--- src/rtl/dclk_burst_pkg.sv ---
package dclk_burst_pkg;
  localparam int unsigned OFS_LEN  = 32'h8;
  localparam int unsigned OFS_STAT = 32'hC;
  localparam int unsigned DATA_W   = 32;
endpackage

--- src/rtl/dclk_reg_decode.sv ---
module dclk_reg_decode #(
  parameter int ADDR_W = 8,
  parameter int CNT_W  = 16
) (
  input  logic              clk,
  input  logic              rst,
  input  logic              wr_en,
  input  logic [ADDR_W-1:0] wr_addr,
  input  logic [31:0]       wr_data,
  input  logic              rd_en,
  input  logic [ADDR_W-1:0] rd_addr,
  input  logic [CNT_W-1:0]  remain,
  input  logic              done,
  output logic              load,
  output logic [CNT_W-1:0]  load_val,
  output logic              clr,
  output logic [31:0]       rd_data
);
  import dclk_burst_pkg::*;
  localparam logic [ADDR_W-1:0] A_LEN  = ADDR_W'(OFS_LEN);
  localparam logic [ADDR_W-1:0] A_STAT = ADDR_W'(OFS_STAT);

  assign load     = wr_en && (wr_addr == A_LEN);
  assign load_val = wr_data[CNT_W-1:0];
  assign clr      = wr_en && (wr_addr == A_STAT) && wr_data[0];

  logic [31:0] rd_next;
  always_comb begin
    rd_next = '0;
    if (rd_addr == A_LEN)       rd_next = 32'(remain);
    else if (rd_addr == A_STAT) rd_next = {31'b0, done};
  end

  always_ff @(posedge clk) begin
    if (rst)        rd_data <= '0;
    else if (rd_en) rd_data <= rd_next;
  end
endmodule

--- src/rtl/dclk_burst_ctr.sv ---
module dclk_burst_ctr #(
  parameter int CNT_W = 16
) (
  input  logic             clk,
  input  logic             rst,
  input  logic             load,
  input  logic [CNT_W-1:0] load_val,
  output logic [CNT_W-1:0] remain,
  output logic             pulse,
  output logic             finish
);
  localparam logic [CNT_W-1:0] ONE = CNT_W'(1);

  assign finish = !load && (remain == ONE);

  always_ff @(posedge clk) begin
    if (rst) begin
      remain <= '0;
      pulse  <= 1'b0;
    end else if (load) begin
      remain <= load_val;
      pulse  <= 1'b0;
    end else if (remain != '0) begin
      remain <= remain - ONE;
      pulse  <= 1'b1;
    end else begin
      pulse  <= 1'b0;
    end
  end
endmodule

--- src/rtl/dclk_done_flag.sv ---
module dclk_done_flag #(
  parameter int CNT_W = 16
) (
  input  logic             clk,
  input  logic             rst,
  input  logic             load,
  input  logic [CNT_W-1:0] load_val,
  input  logic             finish,
  input  logic             clr,
  output logic             done
);
  always_ff @(posedge clk) begin
    if (rst)         done <= 1'b0;
    else if (load)   done <= (load_val == '0);
    else if (finish) done <= 1'b1;
    else if (clr)    done <= 1'b0;
  end
endmodule

--- src/rtl/dclk_burst.sv ---
module dclk_burst #(
  parameter int ADDR_W = 8,
  parameter int CNT_W  = 16
) (
  input  logic              clk,
  input  logic              rst,
  input  logic              wr_en,
  input  logic [ADDR_W-1:0] wr_addr,
  input  logic [31:0]       wr_data,
  input  logic              rd_en,
  input  logic [ADDR_W-1:0] rd_addr,
  output logic [31:0]       rd_data,
  output logic              dclk_en_o
);
  logic             load, clr, finish, done;
  logic [CNT_W-1:0] load_val, remain;

  dclk_reg_decode #(.ADDR_W(ADDR_W), .CNT_W(CNT_W)) u_dec (
    .clk(clk), .rst(rst), .wr_en(wr_en), .wr_addr(wr_addr), .wr_data(wr_data),
    .rd_en(rd_en), .rd_addr(rd_addr), .remain(remain), .done(done),
    .load(load), .load_val(load_val), .clr(clr), .rd_data(rd_data)
  );

  dclk_burst_ctr #(.CNT_W(CNT_W)) u_ctr (
    .clk(clk), .rst(rst), .load(load), .load_val(load_val),
    .remain(remain), .pulse(dclk_en_o), .finish(finish)
  );

  dclk_done_flag #(.CNT_W(CNT_W)) u_flag (
    .clk(clk), .rst(rst), .load(load), .load_val(load_val),
    .finish(finish), .clr(clr), .done(done)
  );
endmodule

--- config.mk ---
export PLATFORM = sky130hd
export DESIGN_NAME = dclk_burst
export DESIGN_NICKNAME = d
export VERILOG_FILES = /design/src/rtl/dclk_burst_pkg.sv /design/src/rtl/dclk_reg_decode.sv /design/src/rtl/dclk_burst_ctr.sv /design/src/rtl/dclk_done_flag.sv /design/src/rtl/dclk_burst.sv
export SDC_FILE = /design/constraint.sdc
export NUM_CORES = 1
export LEC_CHECK = 0
export ABC_AREA = 1
export BUFFER_PORTS_ARGS = -buffer_cell sky130_fd_sc_hd__buf_2
export CELL_PAD_IN_SITES_DETAIL_PLACEMENT = 0
export CELL_PAD_IN_SITES_GLOBAL_PLACEMENT = 1
export CORE_MARGIN = 4
export CORE_UTILIZATION = 32
export CTS_CLUSTER_DIAMETER = 40
export CTS_CLUSTER_SIZE = 25
export DETAILED_ROUTE_END_ITERATION = 7
export PLACE_DENSITY = 0.78
export SLEW_MARGIN = 25
export SYNTH_ARGS = -nofsm -noshare
export SYNTH_HDL_FRONTEND = slang
export SYNTH_SLANG_ARGS = --single-unit
--- constraint.sdc ---
create_clock -name clk -period 1.6 [get_ports clk]
set_input_delay 0 -clock clk [delete_from_list [all_inputs] [get_ports clk]]
set_output_delay 0 -clock clk [all_outputs]
set_load 0.01 [all_outputs]
---- Yosys cells after proc, flatten, opt, wreduce, memory -nomap -nowiden ----
Index checks and enable logic that the tools add are counted.
operators by class
  reduce and logical (&&, ||, !) cells .... 10
  add/sub/neg operators ................... 1
  multiplexer cells ....................... 8
  equality and inequality tests ........... 5
operator list
  operator                                                                count
  8-bit by 4-bit equality test with 1-bit output, second input constant   4
  16-bit two-way mux                                                      2
  32-bit two-way mux                                                      1
  16-bit by 1-bit equality test with 1-bit output, second input constant  1
  16-bit logical NOT                                                      1
  16-bit nonzero test                                                     1
  16-bit by 1-bit subtractor with 16-bit output, second input constant    1
  1-bit two-way mux                                                       5
  1-bit logical AND                                                       4
  3-bit nonzero test                                                      1
  2-bit nonzero test                                                      1
  2-bit OR reduction                                                      1
  1-bit logical NOT                                                       1
storage, ports and cells
  output and inout port bits .............. 33
  logic and storage cells ................. 28
  flip-flop bits (word level) ............. 50
  input port bits ......................... 52

---- Depth between registers and ports, before layout ----
  depth after elaboration ................. 6
  depth in mapped cells ................... 11
  depth with buffers taken out ............ 11

---- By module ----
From an unflattened synthesis, not the netlist that was laid out.
second synthesis, totals
  cell total of the unflattened synthesis .. 328
  area total of the unflattened synthesis .. 2322.2 um2
modules (own cells, without submodules)
  module           cells an instance  area an instance (um2)  sequential area each (um2)  times used
  dclk_burst_ctr   170                1122.3                  340.3                       1
  dclk_reg_decode  136                1094.8                  320.3                       1
  dclk_done_flag   22                 105.1                   20.0                        1

---- Worst setup path before layout ----
No wires, ideal clock.
  path type ............................... reg-to-reg
  start point ............................. register u_ctr.remain[0]
  end point ............................... register u_ctr.remain[1]
  slack ................................... 0.252 ns
  path buffers ............................ 0
  setup time .............................. 0.113 ns
  cell stages (with the launch flop) ...... 12
  period minus slack after synthesis ...... 1.348 ns
  arrival time ............................ 1.235 ns
  required time ........................... 1.487 ns
  cell sequence ........................... dfxtp_1 inv_1 ha_1 nand2_1 nor2_4 nand2_2 nand2_2 inv_2 nand2_4 inv_2 nand2_1 nand2_1
between the ends
  cells in the longest elaborated chain, start to end .. 3
  elaborated cells on any way between the ends .. 5
  classes of those cells .................. 1 x add/sub; 2 x mux; 2 x reduce/logical
RTL lines
  element                                        RTL line              text
  from (decl)                                    dclk_burst_ctr.sv:8   output logic [CNT_W-1:0] remain,
  from (signal assigned)                         dclk_burst_ctr.sv:21  remain <= load_val;
  from (signal assigned)                         dclk_burst_ctr.sv:24  remain <= remain - ONE;
  16-bit by 1-bit subtractor with 16-bit output  dclk_burst_ctr.sv:24
  16-bit two-way mux                             dclk_burst_ctr.sv:23  end else if (remain != '0) begin
  16-bit two-way mux                             dclk_burst_ctr.sv:20  end else if (load) begin
Several ways; a longest one is shown, not always the timed one. The select of a mux whose other input is x is not followed.
A chain may end at the register's enable or synchronous reset.

---- Worst setup path in the final report ----
  start point ............................. register u_ctr.remain[1]
  end point ............................... register u_ctr.remain[1]
The elaborated chain is that of the path after synthesis.

==> implementation parameters <==
Parameter                              Value

Routing
  DRC violations left    0
  Via total after detailed routing    1991
  Routed Antenna Nets    0
  Starting DRT DRC Count    74
  Vias per cell    4.41
  Routed WL per cell    11.4 µm
  DRT Pass-1 Iters    5
  Total detailed-routing wirelength    5150 µm

Cells and area
  Filler cell count    644
  Final nets    429
  Growth of design area from synthesis to finish    28.8%
  Layout cells sized above 1    0.213
  Storage cell area    683 µm²
  Diodes inserted    0
  Finished Layout Cells    451
  Footprint of the multi-input gates    1100 µm²

Power and ir drop
  Sequential share of power    0.333
  Cell internal pwr    2.18 mW
  Post-route total power    3.63 mW
  IR Drop Worst-Case VDD    0.501 mV
  Relative contribution of combinational cells to total power    0.452
  Clock power frac    0.215
  Total net switching power    1.45 mW
  Proportion of total power due to net switching    0.400
  Static power due to leakage    1.26 nW
  P per Cell Area    1440 nW/µm²

CTS
  CTS clock-pin slew for the worst setup and hold paths    0.08 ns
  Clock tree from TritonCTS    yes
  Clock latency of the later-clocked register in the worst-skew pair    0.28 ns
  Maximum clock path buffer count    2
  Number of CTS-inserted buffers    5
  CTS root buffer    sky130_fd_sc_hd__clkbuf_8
  CTS sink count    34
  Count of H-tree levels built during CTS    2

Global routing
  Grt total ovfl    0
  Wire length of the first global-routing pass    8420 µm
  Antenna violations before repair    0
  Via count of the first global-routing pass    1922
  Total track usage    0.142
  Largest net degree at the start of global routing    33

Worst hold path
  Hold_sp    wr_data[1]
  Class of the tightest hold or removal check    input port to flop
  End point of the worst hold path    u_ctr.remain[1]
  Count of cells along the worst hold path    5

Setup path
  Max incr delay on CP    0.34 ns
  Capture instance of the worst register-to-register path    u_ctr.remain[1]
  Worst endpoint data arrival time    1.63 ns
  Worst setup slack for register-to-register paths    0.15 ns
  Crit-path most repeated cell    sky130_fd_sc_hd__nand2_1
  Depth of the most critical reg-to-reg path    11
  CP cell instances    inv_1, ha_4, nand2_1, nor2_4, nand2_2, nand2_2, inv_2, nand2_4, inv_2, nand2_1, nand2_1
  Worst setup path category    flop to flop
  Slowest cell on crit path    sky130_fd_sc_hd__dfxtp_2
  Max Fanout on Critical Path    7
  Worst r2r src    u_ctr.remain[1]
  Required time reported for the critical path endpoint    1.78 ns
  Crit start category    flop
  Capturing element type of the critical path    flop

Yosys
  Sequential cell area fraction in the yosys report    0.347
  Unique masters post-synth    27
  YS warnings    0
  Register bit total from synthesis    34
  Total standard cell area after synthesis    1960 µm²
  Syn Area/Cell    6.45 µm²
  Syn Inst Count    304

Run
  Number of max-cap violations    0

STA
  Final clock period utilization by the worst path    0.903
  Worst slew pin tran    0.643 ns
  Final worst path period need    1.45 ns
  Final Hold Fails    0
  Total Neg Setup Slack    0 ns
  RSZ-0062 raised after global routing    false
  Setup clock skew after layout    0.0116 ns
  Max-slew violations    0
  Highest clock rate    0.692 GHz
  Setup Viol. Count Final    0
  Relative slew slack    0.571

Floorplan
  Number of core rows    28
  Starting Density    0.331
  Overall die width    86.3 µm
  I/O pin count    85
  Die height    86.3 µm
  Die outline area    7440 µm²
  Core area    5920 µm²

Place
  Detailed placer's ending HPWL    4120 µm
  RePlAce Congestion    0.893
  Port bufs    52
  Placed cell count    430

Outcome
  Outcome    finished clean
-- layout make-up --
type                            count  area share
Clock buffer                        6      0.0288
Timing Repair Buffer               72       0.176
Clock inverter                      2      0.0149
Multi-Input combinational cell    236       0.434
Tap cell                           75      0.0372
Sequential cell                    34       0.271
Inverter                           26      0.0387
-- state kept, by name, summed over array words and instances (netlist names) --
name / count
u_ctr.remain: 16
u_dec.rd_data: 16
u_ctr.pulse: 1
u_flag.done: 1
-- per-stage QoR --
step                setup WS [ns]  hold WS, ns   util  instance area [µm²]
floorplan                   0.252        0.138      -                 2020
global placement            0.128        0.250  0.383                 2270
detailed placement         0.0523        0.254  0.383                 2270
CTS                        0.0247       0.0217  0.424                 2510
global route               0.0138       0.0552  0.426                 2520
finish                      0.155       0.0247  0.426                 2520
-- synth_stat cells (all sizes together) --
library cell / number / area share
nand2: 94 / 0.19
conb: 1 / 0.0019
dfxtp: 34 / 0.35
nor2: 48 / 0.098
a21oi: 25 / 0.064
inv: 25 / 0.048
ha: 2 / 0.013
nand3b: 1 / 0.0038
nor3: 2 / 0.011
o21ai: 19 / 0.049
buf: 17 / 0.067
nand3: 15 / 0.038
xor2: 6 / 0.027
clkinv: 1 / 0.0019
nand4: 1 / 0.0032
clkbuf: 6 / 0.011
o31ai: 1 / 0.0038
xnor2: 4 / 0.018
or2: 2 / 0.0077
-- kinds of logic (layout without fill, tap and decap cells) --
group                    count (synthesis)  in the layout  synth area share
buffers and inverters                   49            106             0.128
adder cells (fa/ha/maj)                  2              2            0.0128
other                                    1             16           0.00191
flip-flops                              34             34             0.347
AO/OA/AOI/OAI                           45             45             0.116
AND/OR/NAND/NOR                        163            163             0.349
XOR/XNOR                                10             10            0.0447
-- routing by layer --
layer,vias up,part of all wire,global-route usage
met5,-,0,0
met1,880,0.46,0.175
met3,6,0.057,0.0361
li1,1057,-,-
met2,48,0.47,0.245
met4,0,0.011,0.0382
-- cells in the final DEF, fill, tap and decap left out --
cell / instances
sky130_fd_sc_hd__nand2_1: 91
sky130_fd_sc_hd__buf_2: 52
sky130_fd_sc_hd__nor2_1: 45
sky130_fd_sc_hd__dfxtp_1: 32
sky130_fd_sc_hd__a21oi_1: 25
sky130_fd_sc_hd__inv_1: 22
sky130_fd_sc_hd__o21ai_0: 19
sky130_fd_sc_hd__conb_1: 16
sky130_fd_sc_hd__nand3_1: 15
sky130_fd_sc_hd__dlygate4sd3_1: 13
sky130_fd_sc_hd__buf_4: 7
sky130_fd_sc_hd__xor2_1: 6
sky130_fd_sc_hd__clkbuf_8: 5
sky130_fd_sc_hd__xnor2_1: 4
sky130_fd_sc_hd__inv_2: 3
sky130_fd_sc_hd__nor2_2: 2
sky130_fd_sc_hd__nand2_2: 2
sky130_fd_sc_hd__dfxtp_2: 2
sky130_fd_sc_hd__or2_1: 1
sky130_fd_sc_hd__or2_4: 1
sky130_fd_sc_hd__nor3_4: 1
sky130_fd_sc_hd__nor3_1: 1
sky130_fd_sc_hd__nor2_4: 1
sky130_fd_sc_hd__nand2_4: 1
sky130_fd_sc_hd__clkinv_1: 1
sky130_fd_sc_hd__o31ai_1: 1
sky130_fd_sc_hd__nand3b_1: 1
sky130_fd_sc_hd__nand4_1: 1
sky130_fd_sc_hd__ha_4: 1
sky130_fd_sc_hd__ha_1: 1
sky130_fd_sc_hd__clkinvlp_4: 1
sky130_fd_sc_hd__bufinv_16: 1
sky130_fd_sc_hd__clkbuf_1: 1
-- how the worst max path moves through the flow --
stage	start	end	slack, ns	cells past startpoint
6_report	u_ctr.remain[1]	u_ctr.remain[1]	0.15	11
5_1_grt	u_ctr.remain[1]	u_ctr.remain[1]	0.01	11
4_1_cts	u_ctr.remain[0]	u_ctr.remain[1]	0.02	11
3_5_place_dp	u_ctr.remain[0]	u_ctr.remain[1]	0.05	11
3_3_place_gp	u_ctr.remain[0]	u_ctr.remain[1]	0.13	11
2_1_floorplan	u_ctr.remain[0]	u_ctr.remain[1]	0.25	11
-- repair_timing --
action | CTS | global route
endpoints found under the setup margin | 0 | 16
buffers inserted | 0 | 0
hold buffers | 13 | 0
gates resized for setup | 0 | 5
hold endpoints to repair | 13 | 0
-- power by group through the flow --
stage          Sequential, mW  Combinational [mW]  Clock, mW
3_3_place_gp             1.22                1.57          0
6_report                 1.21                1.64      0.782
2_1_floorplan            1.19                1.15          0
4_1_cts                  1.20                1.61      0.796
5_1_grt                  1.23                1.91      0.829
3_5_place_dp             1.22                1.58          0
-- critical path: cells and delay by family, from the launching register on --
| kind | cells | cell delay [ns] |
|---|---|---|
| buffers and inverters | 3 | 0.25 |
| flip-flops | 1 | 0.34 |
| adder cells (fa/ha/maj) | 1 | 0.16 |
| AND/OR/NAND/NOR | 7 | 0.58 |
No activity file was read; power rests on OpenSTA's default activity.
